File: config.mk
export PLATFORM = sky130hd
export DESIGN_NAME = sar_adc_seq
export DESIGN_NICKNAME = d
export VERILOG_FILES = /design/src/rtl/sar_pkg.sv /design/src/rtl/sar_tad_gen.sv /design/src/rtl/sar_approx.sv /design/src/rtl/sar_seq_fsm.sv /design/src/rtl/sar_adc_seq.sv
export SDC_FILE = /design/constraint.sdc
export NUM_CORES = 1
export LEC_CHECK = 0
export BUFFER_PORTS_ARGS = -buffer_cell sky130_fd_sc_hd__buf_2
export CAP_MARGIN = 25
export CORE_UTILIZATION = 45
export DETAILED_ROUTE_END_ITERATION = 10
export MAX_ROUTING_LAYER = met4
export PLACE_DENSITY = 0.68
export SLEW_MARGIN = 0
export SYNTH_ARGS = -nofsm -noshare
export SYNTH_HDL_FRONTEND = slang
export SYNTH_SLANG_ARGS = --single-unit
File: constraint.sdc
create_clock -name clk -period 5.8 [get_ports clk]
set_input_delay 0.87 -clock clk [delete_from_list [all_inputs] [get_ports clk]]
set_output_delay 0.87 -clock clk [all_outputs]
set_load 0.005 [all_outputs]
File: src/rtl/sar_pkg.sv
package sar_pkg;

    typedef enum logic [2:0] {
        ST_IDLE   = 3'd0,
        ST_HOLD   = 3'd1,
        ST_RCWAIT = 3'd2,
        ST_CONV   = 3'd3,
        ST_DONE   = 3'd4
    } sar_state_e;

endpackage

File: src/rtl/sar_tad_gen.sv
module sar_tad_gen #(
    parameter int PSEL_W   = 3,
    parameter int MAX_LOG2 = 6
) (
    input  logic              clk,
    input  logic              rst_n,
    input  logic              run,
    input  logic              use_rc,
    input  logic [PSEL_W-1:0] psel,
    input  logic              rc_tick,
    output logic              tick
);
    localparam int CNT_W = MAX_LOG2;

    logic [CNT_W-1:0] cnt_q;
    logic [CNT_W-1:0] lim;
    logic             hit;

    // Terminal count for the selected power-of-two divide, clamped at 2**MAX_LOG2.
    always_comb begin
        int unsigned eff;
        if (int'(psel) >= MAX_LOG2 - 1) begin
            eff = MAX_LOG2 - 1;
        end else begin
            eff = int'(psel);
        end
        lim = CNT_W'((32'd2 << eff) - 32'd1);
    end

    assign hit = (cnt_q == lim);

    // Counter restarts at zero whenever the sequencer leaves the conversion phase,
    // so the first period is always a full one.
    always_ff @(posedge clk or negedge rst_n) begin
        if (!rst_n) begin
            cnt_q <= '0;
        end else if (!run || use_rc || hit) begin
            cnt_q <= '0;
        end else begin
            cnt_q <= cnt_q + CNT_W'(1);
        end
    end

    assign tick = run && (use_rc ? rc_tick : hit);

endmodule

File: src/rtl/sar_approx.sv
module sar_approx #(
    parameter int RES_BITS = 10,
    localparam int IDX_W   = $clog2(RES_BITS)
) (
    input  logic                clk,
    input  logic                rst_n,
    input  logic                clr,
    input  logic                load_msb,
    input  logic                resolve,
    input  logic [IDX_W-1:0]    bit_idx,
    input  logic                comp_hi,
    output logic [RES_BITS-1:0] code
);

    // One flop per code bit; each decides its own next value.
    for (genvar i = 0; i < RES_BITS; i++) begin : g_bit
        logic is_trial;
        logic is_next;
        assign is_trial = (int'(bit_idx) == i);
        assign is_next  = (int'(bit_idx) == i + 1);

        always_ff @(posedge clk or negedge rst_n) begin
            if (!rst_n) begin
                code[i] <= 1'b0;
            end else if (clr) begin
                code[i] <= 1'b0;
            end else if (load_msb) begin
                code[i] <= (i == RES_BITS - 1);
            end else if (resolve) begin
                if (is_trial) begin
                    code[i] <= comp_hi;
                end else if (is_next) begin
                    code[i] <= 1'b1;
                end
            end
        end
    end

endmodule

File: src/rtl/sar_seq_fsm.sv
module sar_seq_fsm
    import sar_pkg::*;
#(
    parameter int RES_BITS   = 10,
    parameter int FRAME_TADS = 12,
    parameter int HOLD_CYC   = 2,
    parameter int TCY_CYC    = 4,
    parameter int PSEL_W     = 3,
    localparam int IDX_W     = $clog2(RES_BITS),
    localparam int TAD_W     = $clog2(FRAME_TADS),
    localparam int WAIT_MAX  = (HOLD_CYC > TCY_CYC) ? HOLD_CYC : TCY_CYC,
    localparam int WAIT_W    = $clog2(WAIT_MAX + 1)
) (
    input  logic              clk,
    input  logic              rst_n,
    input  logic              go_set,
    input  logic              go_clr,
    input  logic              src_rc,
    input  logic [PSEL_W-1:0] psel,
    input  logic              tick,
    output logic              conv_run,
    output logic              cap_rc,
    output logic [PSEL_W-1:0] cap_psel,
    output logic              sar_clr,
    output logic              sar_load,
    output logic              sar_resolve,
    output logic [IDX_W-1:0]  bit_idx,
    output logic              commit,
    output logic              busy,
    output logic              sample_on,
    output logic              dis_on
);

    sar_state_e       state_q, state_d;
    logic [WAIT_W-1:0] wcnt_q;
    logic [TAD_W-1:0]  tad_q;
    logic              wait_hold_end;
    logic              wait_rc_end;
    logic              last_tad;
    logic              abort;

    assign wait_hold_end = (wcnt_q == WAIT_W'(HOLD_CYC - 1));
    assign wait_rc_end   = (wcnt_q == WAIT_W'(TCY_CYC - 1));
    assign last_tad      = (tad_q == TAD_W'(FRAME_TADS - 1));
    assign abort         = go_clr && (state_q == ST_HOLD || state_q == ST_RCWAIT
                                      || state_q == ST_CONV);

    // Next-state logic
    always_comb begin
        state_d = state_q;
        unique case (state_q)
            ST_IDLE: begin
                if (go_set) state_d = ST_HOLD;
            end
            ST_HOLD: begin
                if (go_clr)             state_d = ST_IDLE;
                else if (wait_hold_end) state_d = cap_rc ? ST_RCWAIT : ST_CONV;
            end
            ST_RCWAIT: begin
                if (go_clr)           state_d = ST_IDLE;
                else if (wait_rc_end) state_d = ST_CONV;
            end
            ST_CONV: begin
                if (go_clr)                state_d = ST_IDLE;
                else if (tick && last_tad) state_d = ST_DONE;
            end
            ST_DONE: begin
                state_d = ST_IDLE;
            end
            default: state_d = ST_IDLE;
        endcase
    end

    // State register
    always_ff @(posedge clk or negedge rst_n) begin
        if (!rst_n) begin
            state_q <= ST_IDLE;
        end else begin
            state_q <= state_d;
        end
    end

    // Phase counters and captured settings
    always_ff @(posedge clk or negedge rst_n) begin
        if (!rst_n) begin
            wcnt_q   <= '0;
            tad_q    <= '0;
            cap_rc   <= 1'b0;
            cap_psel <= '0;
        end else begin
            if (state_d != state_q) begin
                wcnt_q <= '0;
            end else if (state_q == ST_HOLD || state_q == ST_RCWAIT) begin
                wcnt_q <= wcnt_q + WAIT_W'(1);
            end

            if (state_q != ST_CONV) begin
                tad_q <= '0;
            end else if (tick) begin
                tad_q <= tad_q + TAD_W'(1);
            end

            if (state_q == ST_IDLE && go_set) begin
                cap_rc   <= src_rc;
                cap_psel <= psel;
            end
        end
    end

    // Outputs from state
    always_comb begin
        conv_run    = 1'b0;
        busy        = 1'b0;
        sample_on   = 1'b0;
        dis_on      = 1'b0;
        sar_clr     = 1'b0;
        sar_load    = 1'b0;
        sar_resolve = 1'b0;
        commit      = 1'b0;
        bit_idx     = IDX_W'(RES_BITS - 1) - IDX_W'(tad_q);
        unique case (state_q)
            ST_IDLE: begin
                sample_on = 1'b1;
                sar_clr   = go_set;
            end
            ST_HOLD: begin
                busy     = 1'b1;
                sar_load = !go_clr && wait_hold_end && !cap_rc;
            end
            ST_RCWAIT: begin
                busy     = 1'b1;
                sar_load = !go_clr && wait_rc_end;
            end
            ST_CONV: begin
                busy        = 1'b1;
                conv_run    = 1'b1;
                dis_on      = last_tad;
                sar_resolve = !abort && tick && (int'(tad_q) < RES_BITS);
                commit      = !abort && tick && last_tad;
            end
            ST_DONE: begin
                dis_on = 1'b1;
            end
            default: ;
        endcase
    end

endmodule

File: src/rtl/sar_adc_seq.sv
module sar_adc_seq #(
    parameter int RES_BITS   = 10,
    parameter int FRAME_TADS = 12,
    parameter int HOLD_CYC   = 2,
    parameter int TCY_CYC    = 4,
    parameter int PSEL_W     = 3,
    parameter int MAX_LOG2   = 6
) (
    input  logic                clk,
    input  logic                rst_n,
    input  logic                go_set,
    input  logic                go_clr,
    input  logic                flag_clr,
    input  logic                src_rc,
    input  logic [PSEL_W-1:0]   psel,
    input  logic                rc_tick,
    input  logic                comp_hi,
    output logic [RES_BITS-1:0] dac_code,
    output logic [RES_BITS-1:0] result,
    output logic                go_done,
    output logic                irq_flag,
    output logic                sampling,
    output logic                discharge
);
    localparam int IDX_W = $clog2(RES_BITS);

    logic              conv_run;
    logic              cap_rc;
    logic [PSEL_W-1:0] cap_psel;
    logic              tick;
    logic              sar_clr;
    logic              sar_load;
    logic              sar_resolve;
    logic [IDX_W-1:0]  bit_idx;
    logic              commit;

    sar_seq_fsm #(
        .RES_BITS   (RES_BITS),
        .FRAME_TADS (FRAME_TADS),
        .HOLD_CYC   (HOLD_CYC),
        .TCY_CYC    (TCY_CYC),
        .PSEL_W     (PSEL_W)
    ) u_fsm (
        .clk         (clk),
        .rst_n       (rst_n),
        .go_set      (go_set),
        .go_clr      (go_clr),
        .src_rc      (src_rc),
        .psel        (psel),
        .tick        (tick),
        .conv_run    (conv_run),
        .cap_rc      (cap_rc),
        .cap_psel    (cap_psel),
        .sar_clr     (sar_clr),
        .sar_load    (sar_load),
        .sar_resolve (sar_resolve),
        .bit_idx     (bit_idx),
        .commit      (commit),
        .busy        (go_done),
        .sample_on   (sampling),
        .dis_on      (discharge)
    );

    sar_tad_gen #(
        .PSEL_W   (PSEL_W),
        .MAX_LOG2 (MAX_LOG2)
    ) u_tad (
        .clk     (clk),
        .rst_n   (rst_n),
        .run     (conv_run),
        .use_rc  (cap_rc),
        .psel    (cap_psel),
        .rc_tick (rc_tick),
        .tick    (tick)
    );

    sar_approx #(
        .RES_BITS (RES_BITS)
    ) u_sar (
        .clk      (clk),
        .rst_n    (rst_n),
        .clr      (sar_clr),
        .load_msb (sar_load),
        .resolve  (sar_resolve),
        .bit_idx  (bit_idx),
        .comp_hi  (comp_hi),
        .code     (dac_code)
    );

    // Result register and sticky completion flag
    always_ff @(posedge clk or negedge rst_n) begin
        if (!rst_n) begin
            result   <= '0;
            irq_flag <= 1'b0;
        end else begin
            if (commit) begin
                result <= dac_code;
            end
            if (commit) begin
                irq_flag <= 1'b1;
            end else if (flag_clr) begin
                irq_flag <= 1'b0;
            end
        end
    end

endmodule

==> results.toml, run 1 <==
[global_routing]
grt_pass1_wl_um = 7690
antenna_found_initial = 0
grt_pass1_vias = 1652
track_usage_pct = 19.5
grt_remaining_overflow = 0
grt_max_degree = 42

[final_layout]
drive_above_1_share_pct = 28.9
finalNetCount = 274
nFillCells = 453
diodes = 0
postLayoutCoreUtil_pct = 55.2
area_delta_synth_final_pct = 15.8

[setup_path]
arrival_ps = 3430
critPathLaunchType = "flop"
endpoint_kind = "flop"
crit_type = "flop to flop"
crit_required_ps = 5980
path_max_fanout = 11
slowest_stage = "nand3b_1"
critPathMaxStageDelay_ps = 490
path_cells = "or3_1 > ha_1 > xnor2_1 > a211oi_2 > nand4_2 > o31ai_4 > nand3b_1 > mux2_2"
regToRegSetupSlack_ps = 2560

[clock_tree]
root_buffer = "clkbuf_8"
cts_hold_buf = 0
cts_tree = "done"
cts_setup_buffers = 0
clk_latency_ps = 300
clk_pin_slew_worst_paths_ps = 90
clock-sinks = 41
cts_resized = 0
cts_made_buffers = 5
clk_path_buf_depth = 2
cts_htree_levels = 2

[die]
initial_core_util_pct = 47.7
die_area_mm2 = 0.00536
rows = 25
die_w_um = 73.2
core_mm2 = 0.00479
die_h_um = 73.2
io_pins = 35

[timing]
setup_tns_ps = 0
slew_viol_final = 0
skew_ps = 7.98
fin_crit_sh_pct = 55.9
finalWorstSetupSlack_ps = 2560
worstMarginPinSlew_ps = 870
fmax_ghz = 0.309
final-setup-viol-count = 0
max-slew-margin-rel_pct = 42.0
hold_viol = 0
rsz0062_at_grt = "false"
hold_slack_ps = 490
period_needed_ps = 3240

[synth]
syn_inst = 218
synth_top_area_share_pct = 45.0
synthesis.nets = 240
synth_top_area_cell = "dfrtp_1"
synth-seq-area-share_pct = 45.0
synthArstFlopShare_pct = 100
synth-main-ff-cell = "dfrtp_1"
post-synth-top-count-cell = "dfrtp_1"
ys_types = 47
ys_seq_elements = 41
yosys_warnings = 0
synth-edff-count = 0
synthTopCellsByArea = "dfrtp_1, mux2_2, ha_1"
synth_common_cells = "dfrtp_1, nor2_1, mux2_2, ha_1, inv_1"
syn-cell-area_mm2 = 0.00228
syn_avg_cell_area_um2 = 10.5

[run_status]
status = "finished, final reports clean"

[placement]
place.detailed.hpwl_um = 3230
place_congestion = 0.843
place_ws_ps = 2580
numPortBuffers = 34

[routing]
vias = 1714
avgRoutedWirePerCell_um = 13.9
drt-initial-drc-count = 66
drt_first_pass_iters = 4
ant_nets = 0
avgViaCountPerCell = 5.36
wl_um = 4460
post-route-drc-count = 0

[worst_hold_path]
hold_class = "flop to flop"

[pwr]
leakagePower_nw = 1.25
power_density_mw_per_mm2 = 333
vdd_drop_max_v = 0.000196

[flow_run]
maxCapViolCount = 0
-- final cells by class --
cell class	count	area [um^2]	area share, %
sequential	41	1030	38.8
timing repair buffer	34	170	6.44
clock buffer	5	68.8	2.60
tap	67	83.8	3.17
multi-input combinational	158	1180	44.7
inverter	12	45.0	1.70
clock inverter	3	68.8	2.60
-- per-layer routing --
| layer | track usage (%) | wire, um | vias to the layer above |
|---|---|---|---|
| met5 | - | 0 | - |
| met4 | 7.41 | 87 | 0 |
| met3 | 4.01 | 161 | 6 |
| met2 | 29.5 | 1990 | 28 |
| met1 | 25.8 | 2220 | 823 |
| li1 | - | - | 857 |
-- worst max-delay path: cells and delay by family (launching register included) --
kind,cells,cell delay (ps)
muxes,1,430
AOI/OAI and AO/OA,2,670
and+or+nand+nor,3,1110
xor gates and xnor gates,1,140
DFF,1,460
adders and majority gates,1,310
-- cells in the final DEF, fill, tap and decap left out, types with 3 or more instances in the layout --
cell type and instances:
a311oi_1 3, xnor2_1 7, o221a_2 3, nand2b_1 6
inv_1 11, nor3_1 7, a31o_2 4, dfrtp_1 41
nand3_1 4, xor2_1 4, o21ai_0 6, buf_2 34
nor2_1 28, nand2_1 8, nor4_1 5, a21oi_1 4
clkbuf_8 5, nand3b_1 3, mux2_2 14, ha_1 11
a211oi_1 6
-- metrics by stage --
stage	cells	power (mW)	cell area (um^2)
finish	320	0.881	2640
global route	320	0.936	2640
CTS	320	0.889	2640
detailed placement	312	0.608	2510
global placement	312	0.603	2510
floorplan	218	0.550	2280
-- state kept, by name, summed over array words and instances, names as in the netlist --
name and count:
result 10, irq_flag 1, u_fsm.cap_rc 1, u_fsm.wcnt_q 3, u_sar.code 10, u_fsm.cap_psel 3, u_fsm.state_q 3, u_fsm.tad_q 4
u_tad.cnt_q 6
-- report_power, final --
part	total [mW]	leakage (nW)	internal, mW	switching, mW
combinational	0.233	0.619	0.109	0.124
clock	0.279	0.0687	0.173	0.106
sequential	0.369	0.560	0.316	0.0525
total	0.881	1.25	0.599	0.282
-- cell families (layout without fill, tap and decap cells) --
logic type	count (synthesis)	in the layout	synth area share, %
xor gates and xnor gates	11	11	4.22
adders and majority gates	11	11	6.03
buffers and inverters	19	54	3.29
DFF	41	41	45.0
and+or+nand+nor	76	76	17.5
AOI/OAI and AO/OA	44	44	16.2
muxes	16	16	7.79
-- path summary, 6_finish.rpt --
| check | to | cells past startpoint | startpoint |
|---|---|---|---|
| worst min register to register | u_tad.cnt_q[0] | 1 | u_tad.cnt_q[0] |
| max in group asynchronous | u_fsm.wcnt_q[1] | 1 | rst_n |
| worst min-delay path | u_tad.cnt_q[0] | 1 | u_tad.cnt_q[0] |
| min in group asynchronous | u_fsm.wcnt_q[0] | 1 | rst_n |
| worst max-delay path | result[7] | 8 | u_fsm.cap_psel[0] |
| worst max register to register | result[7] | 8 | u_fsm.cap_psel[0] |
Power figures use the tool's default switching activity.
==> run 2, diff against run 1 <==
==> constraint.sdc (replaced) <==
create_clock -name clk -period 3.3 [get_ports clk]
set_input_delay 0.495 -clock clk [delete_from_list [all_inputs] [get_ports clk]]
set_output_delay 0.495 -clock clk [all_outputs]
set_load 0.005 [all_outputs]
==> run 2 against run 1 <==
Count of clock-buffer cells in the layout rose by 2. Global-route usage fell by 0.36 points. First-iteration DRC count up 92%. Total power is 69% higher. Core utilization shrank 0.29 points. Critical path depth unchanged. Clock skew shrank 1.2 ps. Sequential share of layout area up 0.20 points. Sequential power up 76%. Critical endpoint is now u_sar.code[3]. Largest power group unchanged. Highest routed layer unchanged.
==> results.toml, run 2 (synthesis results as in run 1) <==
[timing]
rsz0062_at_grt = "false"
finalWorstSetupSlack_ps = 327
fin_crit_sh_pct = 90.1
skew_ps = 6.73
slew_viol_final = 0
max-slew-margin-rel_pct = 39.1
fmax_ghz = 0.336
hold_viol = 0
final-setup-viol-count = 0
period_needed_ps = 2970
setup_tns_ps = 0
worstMarginPinSlew_ps = 913
hold_slack_ps = 321

[setup_path]
path_max_fanout = 7
path_cells = "or3_1 > ha_1 > xnor2_1 > a211oi_2 > nand4_2 > o31a_1 > or3_4 > o311a_1"
crit_type = "flop to flop"
crit_required_ps = 3470
critPathLaunchType = "flop"
path_buf_inv = 0
r2r-start = "u_fsm.cap_psel[0]"
crit_family = "simple AND/OR/NAND/NOR gates"
endpoint_kind = "flop"
slowest_stage = "dfrtp_1"
critPathMaxStageDelay_ps = 450
arrival_ps = 3140
cp-startpoint = "u_fsm.cap_psel[0]"

[final_layout]
postLayoutCoreUtil_pct = 55.0
finalNetCount = 275
diodes = 0
reg_top3 = "result: 10 flops, u_sar.code: 10 flops, u_tad.cnt_q: 6 flops"
drive_above_1_share_pct = 28.7
final_common_cell = "dfrtp_1"
nFillCells = 460
stdcell_area_mm2 = 0.00263
area_delta_synth_final_pct = 15.2
final_cell_mix = "dfrtp_1, buf_2, nor2_1"

[pwr]
p_int_mw = 1.00
pwr-share-seq_pct = 43.7
combPwrFrac_pct = 27.9
vdd_drop_max_v = 0.000361
leakagePower_nw = 1.24
power_density_mw_per_mm2 = 566
pwr-share-clk_pct = 28.4
switching_share_pct = 32.9
switchingPower_uw = 489

[clock_tree]
cts_made_buffers = 5
clock-sinks = 41
cts_resized = 0
cts_hold_buf = 0
cts_setup_buffers = 0
cts_htree_levels = 2
clk_path_buf_depth = 2
clk_latency_ps = 290
root_buffer = "clkbuf_8"
cts_tree = "done"
clk_pin_slew_worst_paths_ps = 80

[global_routing]
antenna_found_initial = 0
grt_max_degree = 42
grt_pass1_vias = 1573
track_usage_pct = 19.2
grt_remaining_overflow = 0
grt_pass1_wl_um = 7560

[die]
die_h_um = 73.2
die_w_um = 73.2
io_pins = 35
rows = 25
core_mm2 = 0.00479
initial_core_util_pct = 47.7
die_area_mm2 = 0.00536

[routing]
ant_nets = 0
avgRoutedWirePerCell_um = 14.1
drt-initial-drc-count = 127
vias = 1713
post-route-drc-count = 0
drt_first_pass_iters = 4
wl_um = 4530
avgViaCountPerCell = 5.34

[run_status]
status = "finished, final reports clean"

[placement]
numPortBuffers = 34
place_ws_ps = 336
place.detailed.hpwl_um = 3260
place_congestion = 0.836
placed_area_mm2 = 0.00251

[flow_run]
maxCapViolCount = 0

[worst_hold_path]
hold_class = "input pin to asynchronous set/reset pin"
==> run 2: cell count changes in the layout (fill, tap and decap cells not counted) <==
cell,delta
inv_6,-1
buf_4,+1
clkbuf_8,+1
clkbuf_1,+1
bufinv_16,-1
==> run 2: power groups by stage <==
stage               logic (mW)  registers, mW  clock network [mW]
finish                   0.416          0.651               0.423
global route             0.466          0.660               0.450
CTS                      0.420          0.649               0.433
detailed placement       0.416          0.658                   0
global placement         0.410          0.653                   0
floorplan                0.357          0.610                   0
==> run 2: layout make-up <==
type / instances / area (um^2) / area share, %
Clock buffer: 7 / 86.3 / 3.28
Clock inverter: 1 / 30.0 / 1.14
Inverter: 12 / 45.0 / 1.71
Multi-Input combinational cell: 158 / 1180 / 44.9
Sequential cell: 41 / 1030 / 39.0
Tap cell: 67 / 83.8 / 3.19
Timing Repair Buffer: 35 / 178 / 6.76
==> run 2: metal layers <==
metal  wire [um]  global-route usage [%]  up-vias  part of all wire, %
met5           0                       -        -                    0
met4          27                    6.10        0                 0.60
met3         177                    4.14        2                  3.9
met2        2020                    28.4       43                   45
met1        2310                    26.1      812                   51
li1            -                       -      856                    -
==> run 2: stage by stage <==
step | total power, mW | instances
2_1_floorplan | 0.967 | 218
3_3_place_gp | 1.06 | 313
3_5_place_dp | 1.07 | 313
4_1_cts | 1.50 | 321
5_1_grt | 1.58 | 321
6_report | 1.49 | 321
==> run 2: worst paths after layout <==
path / to / slack [ps] / depth (start not counted)
worst max-delay path: u_sar.code[3] / 330 / 8
worst min-delay path: u_fsm.wcnt_q[0] / 320 / 1
worst max register to register: u_sar.code[3] / 330 / 8
worst min register to register: u_tad.cnt_q[0] / 490 / 1
max in group asynchronous: u_sar.code[3] / 2390 / 1
min in group clk: irq_flag / 380 / 2
